$ cat src/rtl/snd_pkg.sv
package snd_pkg;

    localparam int DATA_W  = 8;
    localparam int CRC_W   = 8;
    localparam int FRAME_W = DATA_W + CRC_W;
    localparam logic [CRC_W-1:0] CRC_POLY = 8'h07;

    typedef enum logic [1:0] {
        ST_IDLE,
        ST_BCN,
        ST_SEND,
        ST_ACK
    } tx_state_e;

    typedef struct packed {
        logic [DATA_W-1:0] body;
        logic [CRC_W-1:0]  chk;
    } frame_t;

    // Bit-serial CRC, MSB of the data first, register starts at zero.
    function automatic logic [CRC_W-1:0] crc_calc(input logic [DATA_W-1:0] d);
        logic [CRC_W-1:0] c;
        logic             fb;
        c = '0;
        for (int i = DATA_W - 1; i >= 0; i--) begin
            fb = c[CRC_W-1] ^ d[i];
            c  = {c[CRC_W-2:0], 1'b0};
            if (fb) c = c ^ CRC_POLY;
        end
        return c;
    endfunction

endpackage

$ cat src/rtl/snd_cnt.sv
module snd_cnt #(
    parameter int LIMIT = 16
) (
    input  logic clk,
    input  logic rst,
    input  logic clr,
    input  logic en,
    output logic last
);
    localparam int CW = (LIMIT > 1) ? $clog2(LIMIT) : 1;

    logic [CW-1:0] cnt;

    always_ff @(posedge clk) begin
        if (rst || clr)  cnt <= '0;
        else if (en)     cnt <= last ? '0 : cnt + 1'b1;
    end

    assign last = (cnt == CW'(LIMIT - 1));

endmodule

$ cat src/rtl/snd_framer.sv
module snd_framer
    import snd_pkg::*;
(
    input  logic              clk,
    input  logic              rst,
    input  logic              cap,
    input  logic [DATA_W-1:0] temp,
    input  logic [DATA_W-1:0] key,
    output frame_t            frame
);
    logic [DATA_W-1:0] masked;

    assign masked = temp ^ key;

    always_ff @(posedge clk) begin
        if (rst) begin
            frame <= '0;
        end else if (cap) begin
            frame.body <= masked;
            frame.chk  <= crc_calc(masked);
        end
    end

    // the held frame only changes on a capture
    a_r9_frame_hold: assert property (@(posedge clk) disable iff (rst)
        !cap |=> $stable(frame));

endmodule

$ cat src/rtl/snd_shift.sv
module snd_shift #(
    parameter int W = 16
) (
    input  logic         clk,
    input  logic         rst,
    input  logic         load,
    input  logic         shift,
    input  logic [W-1:0] din,
    output logic         msb
);
    logic [W-1:0] sr;

    always_ff @(posedge clk) begin
        if (rst)        sr <= '0;
        else if (load)  sr <= din;
        else if (shift) sr <= {sr[W-2:0], 1'b0};
    end

    assign msb = sr[W-1];

endmodule

$ cat src/rtl/snd_tx.sv
module snd_tx
    import snd_pkg::*;
#(
    parameter int BUDGET   = 256,
    parameter int ACK_WAIT = 8
) (
    input  logic              clk,
    input  logic              rst,
    input  logic              in_valid_i,
    input  logic [DATA_W-1:0] temp_i,
    input  logic [DATA_W-1:0] key_i,
    input  logic              beacon_i,
    input  logic              ack_i,
    output logic              ser_o,
    output logic              frame_valid_o,
    output logic              done_o,
    output logic              timeout_o
);
    tx_state_e state, state_nx;
    frame_t    frame;

    logic cap, load, shift_en;
    logic bit_clr, bit_last;
    logic win_clr, win_en, win_last;
    logic bud_clr, bud_en, bud_last;
    logic done_set, tmo_set;
    logic sr_msb;

    always_comb begin
        state_nx = state;
        cap      = 1'b0;
        load     = 1'b0;
        bit_clr  = 1'b0;
        win_clr  = 1'b0;
        bud_clr  = 1'b0;
        done_set = 1'b0;
        tmo_set  = 1'b0;
        unique case (state)
            ST_IDLE: begin
                if (in_valid_i) begin
                    cap      = 1'b1;
                    state_nx = ST_BCN;
                end
            end
            ST_BCN: begin
                if (beacon_i) begin
                    load     = 1'b1;
                    bit_clr  = 1'b1;
                    bud_clr  = 1'b1;
                    state_nx = ST_SEND;
                end
            end
            ST_SEND: begin
                if (bud_last) begin
                    tmo_set  = 1'b1;
                    state_nx = ST_IDLE;
                end else if (bit_last) begin
                    win_clr  = 1'b1;
                    state_nx = ST_ACK;
                end
            end
            ST_ACK: begin
                if (ack_i) begin
                    done_set = 1'b1;
                    state_nx = ST_IDLE;
                end else if (bud_last) begin
                    tmo_set  = 1'b1;
                    state_nx = ST_IDLE;
                end else if (win_last) begin
                    load     = 1'b1;
                    bit_clr  = 1'b1;
                    state_nx = ST_SEND;
                end
            end
            default: state_nx = ST_IDLE;
        endcase
    end

    assign shift_en = (state == ST_SEND);
    assign win_en   = (state == ST_ACK);
    assign bud_en   = (state == ST_SEND) || (state == ST_ACK);

    always_ff @(posedge clk) begin
        if (rst) begin
            state     <= ST_IDLE;
            done_o    <= 1'b0;
            timeout_o <= 1'b0;
        end else begin
            state     <= state_nx;
            done_o    <= done_set;
            timeout_o <= tmo_set;
        end
    end

    snd_framer i_framer (
        .clk   (clk),
        .rst   (rst),
        .cap   (cap),
        .temp  (temp_i),
        .key   (key_i),
        .frame (frame)
    );

    snd_shift #(.W(FRAME_W)) i_shift (
        .clk   (clk),
        .rst   (rst),
        .load  (load),
        .shift (shift_en),
        .din   (frame),
        .msb   (sr_msb)
    );

    snd_cnt #(.LIMIT(FRAME_W)) i_bit_cnt (
        .clk (clk), .rst (rst), .clr (bit_clr), .en (shift_en), .last (bit_last)
    );

    snd_cnt #(.LIMIT(ACK_WAIT)) i_win_cnt (
        .clk (clk), .rst (rst), .clr (win_clr), .en (win_en), .last (win_last)
    );

    snd_cnt #(.LIMIT(BUDGET)) i_bud_cnt (
        .clk (clk), .rst (rst), .clr (bud_clr), .en (bud_en), .last (bud_last)
    );

    assign frame_valid_o = (state == ST_SEND);
    assign ser_o         = frame_valid_o & sr_msb;

    // without a beacon the machine stays out of the sending state
    a_r2_beacon_gate: assert property (@(posedge clk) disable iff (rst)
        (state == ST_BCN) && !beacon_i |=> !frame_valid_o);

    // done is a single-cycle pulse and leaves the block idle
    a_r6_done_pulse: assert property (@(posedge clk) disable iff (rst)
        done_o |=> !done_o);

    // timeout is a single-cycle pulse, never together with done
    a_r8_tmo_pulse: assert property (@(posedge clk) disable iff (rst)
        timeout_o |=> !timeout_o);

    a_r8_excl: assert property (@(posedge clk) disable iff (rst)
        !(done_o && timeout_o));

    // expiry of the budget counter while sending ends the attempt
    a_r8_expire: assert property (@(posedge clk) disable iff (rst)
        (state == ST_SEND) && bud_last |=> timeout_o && !frame_valid_o);

endmodule

$ cat config.mk
export PLATFORM = sky130hd
export DESIGN_NAME = snd_tx
export DESIGN_NICKNAME = d
export VERILOG_FILES = /design/src/rtl/snd_pkg.sv /design/src/rtl/snd_cnt.sv /design/src/rtl/snd_framer.sv /design/src/rtl/snd_shift.sv /design/src/rtl/snd_tx.sv
export SDC_FILE = /design/constraint.sdc
export NUM_CORES = 1
export LEC_CHECK = 0
export ABC_CLOCK_PERIOD_IN_PS = 1600
export BUFFER_PORTS_ARGS = -buffer_cell sky130_fd_sc_hd__buf_2
export CAP_MARGIN = 20
export CORE_AREA = 2 2 72 143
export CTS_BUF_LIST = sky130_fd_sc_hd__clkbuf_2 sky130_fd_sc_hd__clkbuf_4 sky130_fd_sc_hd__clkbuf_8
export DETAILED_ROUTE_END_ITERATION = 8
export DIE_AREA = 0 0 74 145
export GPL_TIMING_DRIVEN = 0
export HOLD_SLACK_MARGIN = 0.1
export MAX_ROUTING_LAYER = met4
export PLACE_DENSITY_LB_ADDON = 0.1
export SLEW_MARGIN = 20
export SYNTH_ARGS = -nofsm -noshare
export SYNTH_HDL_FRONTEND = slang
export SYNTH_SLANG_ARGS = --single-unit
$ cat constraint.sdc
create_clock -name clk -period 1.6 [get_ports clk]
set_input_delay 0.16 -clock clk [delete_from_list [all_inputs] [get_ports clk]]
set_output_delay 0.16 -clock clk [all_outputs]
set_load 0.05 [all_outputs]
-- Yosys cells after proc, flatten, opt, wreduce, memory -nomap -nowiden
Index checks and enable logic that the tools add are counted.
- memory bits (writable): 0
- memories kept: 0
- bits in latches: 0
- bits in read-only memories: 0
- bits in registers: 51
- input bits: 21
- logic and storage cells: 97
- output and inout port bits: 4
- add/subtract/negate cells: 3
- $mul: 0
- div/mod/pow operators: 0
- multiplexer cells: 50
- bitwise operators: 17
- reductions and logical operators: 8
- equality and inequality tests: 10
- magnitude comparators: 0
- shift-type cells: 0
- operators with widths (operator ; number):
    $mux 8 ; 15
    $mux 16 ; 2
    $mux 3 ; 9
    $not 3->3 ; 7
    $mux 2 ; 7
    $mux 1 ; 13
    $add 8x1->8 const B ; 1
    $eq 8x8->1 const B ; 1
    $pmux 2 s4 ; 1
    $xor 8x8->8 ; 1
    $xor 1x1->1 ; 7
    $add 4x1->4 const B ; 1
    $eq 2x2->1 const B ; 2
    $eq 4x4->1 const B ; 1
    $logic_or 1x1->1 ; 4
    $mux 4 ; 1
    $ne 2x2->1 const B ; 2
    $ne 4x3->1 const B ; 1
    $pmux 1 s2 ; 2
    $reduce_and 4->1 ; 1
    $add 3x1->3 const B ; 1
    $eq 3x3->1 const B ; 1
    $ne 3x1->1 const B ; 1
    $eq 2x1->1 const B ; 1
    other kinds (5) ; 5

-- Longest topological paths before layout
- depth after elaboration: 30
- depth in mapped cells: 7
- mapped depth without buffers: 6

-- Modules after synthesis
Synthesis repeated with hierarchy kept, for this count alone.
- cell total of the unflattened synthesis: 247
- area, all modules: 2429.8 sq um
- modules (own cells, without submodules) (module ; seq. area each (sq um) ; times used ; area an instance (sq um) ; cells an instance):
    snd_shift ; 320.3 ; 1 ; 764.5 ; 71
    snd_framer ; 320.3 ; 1 ; 742.0 ; 75
    snd_cnt (i_bud_cnt) ; 160.2 ; 1 ; 374.1 ; 43
    snd_tx ; 80.1 ; 1 ; 220.2 ; 26
    snd_cnt (i_bit_cnt) ; 80.1 ; 1 ; 180.2 ; 19
    snd_cnt (i_win_cnt) ; 60.1 ; 1 ; 148.9 ; 13

-- Worst setup path before layout
Ideal clock, no wire load.
- path type: register to register
- from: register i_win_cnt.cnt[0]
- to: register i_shift.sr[10]
- clock period less this slack: 1.665 ns
- buffers on the path: 1
- data arrival time: 1.543 ns
- slack: -0.065 ns
- data required time: 1.478 ns
- setup time: 0.122 ns
- stages on the path, launching flop included: 8
- path through: dfxtp_1 > ha_1 > ha_1 > and4b_4 > o21ai_4 > buf_2 > and4_1 > a221o_1
- word-level cells in the longest chain between the ends: 6
- elaborated cells on any way between the ends: 7
- classes of those cells: 1 x eq/ne; 5 x mux; 1 x reduce/logical
- ends and longest elaborated chain (element ; line ; RTL):
    start, declared ; snd_cnt.sv:12 ; logic [CW-1:0] cnt;
    start signal, assigned ; snd_cnt.sv:16 ; else if (en) cnt <= last ? '0 : cnt + 1'b1;
    $eq 3x3->1 (*) ; snd_cnt.sv:19 ; assign last = (cnt == CW'(LIMIT - 1));
    $mux 1 (*) ; snd_tx.sv:69 ; end else if (win_last) begin
    $mux 1 (*) ; snd_tx.sv:66 ; end else if (bud_last) begin
    $mux 1 (*) ; snd_tx.sv:63 ; if (ack_i) begin
    $pmux 1 s2 (*) ; snd_tx.sv:38 ; unique case (state)
    $mux 16 / $reduce_bool 2->1 (equally long branches) ; n/a ;
    end signal, assigned ; snd_shift.sv:15 ; else if (load) sr <= din;
    end signal, assigned ; snd_shift.sv:16 ; else if (shift) sr <= {sr[W-2:0], 1'b0};
    end, declared ; snd_shift.sv:11 ; logic [W-1:0] sr;
Every way passes the cells marked *; elsewhere a longest branch is shown, timed or not.
A chain may end at the register's enable or synchronous reset.

-- Worst setup path in the final report
- from: register i_win_cnt.cnt[0]
- to: register i_shift.sr[2]
The elaborated chain is that of the path after synthesis.

==> flow_metrics.env <==
export IMPL_status="finished, violations left"
export IMPL_violations="setup timing"
export IMPL_area_growth_pct=21.8
export IMPL_arrival_ns=1.91
export IMPL_antenna_found_initial=0
export IMPL_hold_violations=0
export IMPL_dr_pass1_iters=4
export IMPL_synth_xor_area_frac=0.0958
export IMPL_hold_path_class="in2reg"
export IMPL_totalPowerFinal_mw=2.69
export IMPL_grt_max_degree=15
export IMPL_std_cell_rows=51
export IMPL_wl_mm=6.29
export IMPL_worstMarginPinSlew_ns=0.572
export IMPL_setup_viol=16
export IMPL_grt_pass1_vias=1941
export IMPL_drive_above_1_share=0.293
export IMPL_drc=0
export IMPL_yosys_mux_area_fraction=0
export IMPL_fin_ws_ns=-0.0952
export IMPL_place_area_mm2=0.00269
export IMPL_place_hpwl_mm=4.76
export IMPL_rsz0062_at_grt="yes"
export IMPL_yosys_warnings=0
export IMPL_path_class="reg2reg"
export IMPL_wl_per_cell_um=15.3
export IMPL_vias=1902
export IMPL_clock_skew_ns=0.00467
export IMPL_synth_edf_count=0
export IMPL_max_cap_violations=0
export IMPL_port_buffers=23
export IMPL_synth_largest_area_cell="dfxtp_1"
export IMPL_ys_flop_type="dfxtp_1"
export IMPL_synth_adder_area_share=0.0211
export IMPL_die_h_um=145
export IMPL_leakage_nw=1.08
export IMPL_synth_top_family_by_area="simple AND/OR/NAND/NOR gates"
export IMPL_syn_nets=269
export IMPL_setup_tns_ns=-1.02
export IMPL_cts_root_buf="clkbuf_8"
export IMPL_core_area_mm2=0.00964
export IMPL_io_pin_count=25
export IMPL_powerDensity_mw_per_mm2=930
export IMPL_ctsHoldBuffers=0
export IMPL_clock_path_buffers=2
export IMPL_clock_latency_ns=0.32
export IMPL_cts_clk_slew_worst_paths_ns=0.09
export IMPL_ys_top_cells_by_area="dfxtp_1 43%, xnor2_1 7.0%, a211oi_1 5.1%"
export IMPL_synth_top_area_frac=0.429
export IMPL_required_ns=1.81
export IMPL_fmax_mhz=590
export IMPL_slew_headroom=0.618
export IMPL_seq_area_frac_synth=0.429
export IMPL_synth_seq_cells=51
export IMPL_vdd_drop_max_mv=0.333
export IMPL_place_congestion=0.759
export IMPL_worstPathMaxFanout=4
export IMPL_grt_pass1_wl_mm=10.3
export IMPL_fin_crit_sh=1.06
export IMPL_register_area_mm2=0.00103
export IMPL_numClockSinks=51
export IMPL_multi_input_area_mm2=0.00130
export IMPL_synth_simple_area_share=0.223
export IMPL_syn_area_mm2=0.00238
export IMPL_finalInstanceArea_mm2=0.00290
export IMPL_synth_avg_cell_area_um2=9.74
export IMPL_fin_nets=304
export IMPL_endpoint_kind="register"
export IMPL_start_util=0.247
export IMPL_htreeDepth=2
export IMPL_fill_cells=1039
export IMPL_async_flop_share=0
export IMPL_drtIter0Drc=67
export IMPL_cts_buffers=5
export IMPL_post_synth_inst_count=244
export IMPL_start_kind="register"
export IMPL_die_area_mm2=0.0107
export IMPL_cts_tree="built"
export IMPL_fp_dieW_um=74
export IMPL_gr_total_overflow=0
export IMPL_grt_use_total=0.132
export IMPL_fin_crit_ns=1.70
export IMPL_synth_compound_area_frac=0.185
export IMPL_synth_cell_types=41
export IMPL_via_per_inst=4.62
export IMPL_final_antenna_net_count=0
export IMPL_diodes=0
export IMPL_finalMaxSlewViolations=0
export IMPL_dpl_worst_slack_ns=-0.243
-- registers in the layout, summed over array words and instances, names as in the netlist --
signal	cells
i_framer.frame	16
i_shift.sr	16
i_bud_cnt.cnt	8
i_bit_cnt.cnt	4
i_win_cnt.cnt	3
state	2
done_o	1
timeout_o	1
-- final timing paths --
kind                            startpoint                             to  slack, ns  cells past startpoint
max reg2reg  i_win_cnt.cnt[0]$_SDFFE_PP0N_     i_shift.sr[2]$_SDFFE_PP0P_       -0.1                      7
min reg2reg  i_win_cnt.cnt[1]$_SDFFE_PP0N_  i_win_cnt.cnt[1]$_SDFFE_PP0N_       0.48                      2
max          i_win_cnt.cnt[0]$_SDFFE_PP0N_     i_shift.sr[2]$_SDFFE_PP0P_       -0.1                      7
min                                  ack_i              done_o$_SDFF_PP0_       0.14                      2
-- metrics by stage --
stage           util  hold WS (ns)  instances
2_1_floorplan      -         0.327        244
3_3_place_gp   0.279         0.457        399
3_5_place_dp   0.279         0.465        399
4_1_cts        0.297         0.129        412
5_1_grt        0.301         0.126        412
6_report       0.301         0.142        412
-- Yosys cell counts, types with 5 or more instances --
cell	instances
and4_2	8
a221o_2	5
dfxtp_1	51
a21oi_1	11
a221o_1	10
nor2_1	29
a211oi_1	16
xnor2_1	19
and4_1	9
xor2_1	7
nand2_1	13
nand3_1	7
clkbuf_1	7
-- logic make-up (layout without fill, tap and decap cells) --
| family | count (synthesis) | in the layout |
|---|---|---|
| buffers and inverters | 18 | 54 |
| adder cells (fa/ha/maj) | 4 | 4 |
| AO/OA/AOI/OAI | 55 | 55 |
| flip-flops | 51 | 51 |
| AND/OR/NAND/NOR | 90 | 90 |
| XOR/XNOR | 26 | 26 |
-- area by class of cell --
| class | count | area share |
|---|---|---|
| flip-flops and latches | 51 | 0.356 |
| inverters | 2 | 0.00259 |
| clock inverters | 1 | 0.00173 |
| well taps | 132 | 0.0570 |
| plain buffers | 14 | 0.0359 |
| multi-input cells | 175 | 0.450 |
| repair buffers | 30 | 0.0683 |
| clock buffers | 7 | 0.0289 |
-- report_power, final --
group | internal, mW | switching [mW] | leakage (nW)
combinational | 0.216 | 0.281 | 0.609
clock | 0.343 | 0.453 | 0.0491
sequential | 1.35 | 0.0520 | 0.418
-- timing repair --
action / 4_1_cts / 5_1_grt
gates cloned: 1 / 0
gates resized for setup: 19 / 14
buffers inserted: 5 / 1
endpoints found under the setup margin: 26 / 41
pin swaps: 13 / 18
-- critical path, cell delays in order (launching register included) --
cell and delay, ns:
dfxtp_4 0.37, ha_4 0.16, ha_4 0.16, and4b_4 0.19, o21ai_4 0.10, a21oi_4 0.13, buf_12 0.15, a221o_2 0.34
-- layout by cell type, fill, tap and decap left out, types with 4 or more instances in the layout --
| cell | n |
|---|---|
| and4_1 | 9 |
| xor2_1 | 7 |
| xnor2_1 | 19 |
| a211oi_1 | 16 |
| nand2b_1 | 4 |
| buf_6 | 6 |
| a221o_1 | 10 |
| clkbuf_4 | 5 |
| and4_4 | 8 |
| a221o_2 | 5 |
| dfxtp_1 | 46 |
| nand3_1 | 6 |
| buf_2 | 23 |
| o21ai_0 | 4 |
| nand2_1 | 13 |
| a21oi_1 | 11 |
| nor2_1 | 28 |
| nor3_1 | 4 |
| clkbuf_8 | 7 |
| dfxtp_2 | 4 |
-- metal layers --
metal | track usage | share of wire | wire (um)
met2 | 0.238 | 0.58 | 3630
met5 | - | 0 | 0
met3 | 0.0208 | 0.023 | 144
met1 | 0.130 | 0.37 | 2330
met4 | 0.0636 | 0.029 | 185
Power figures use the tool's default switching activity.
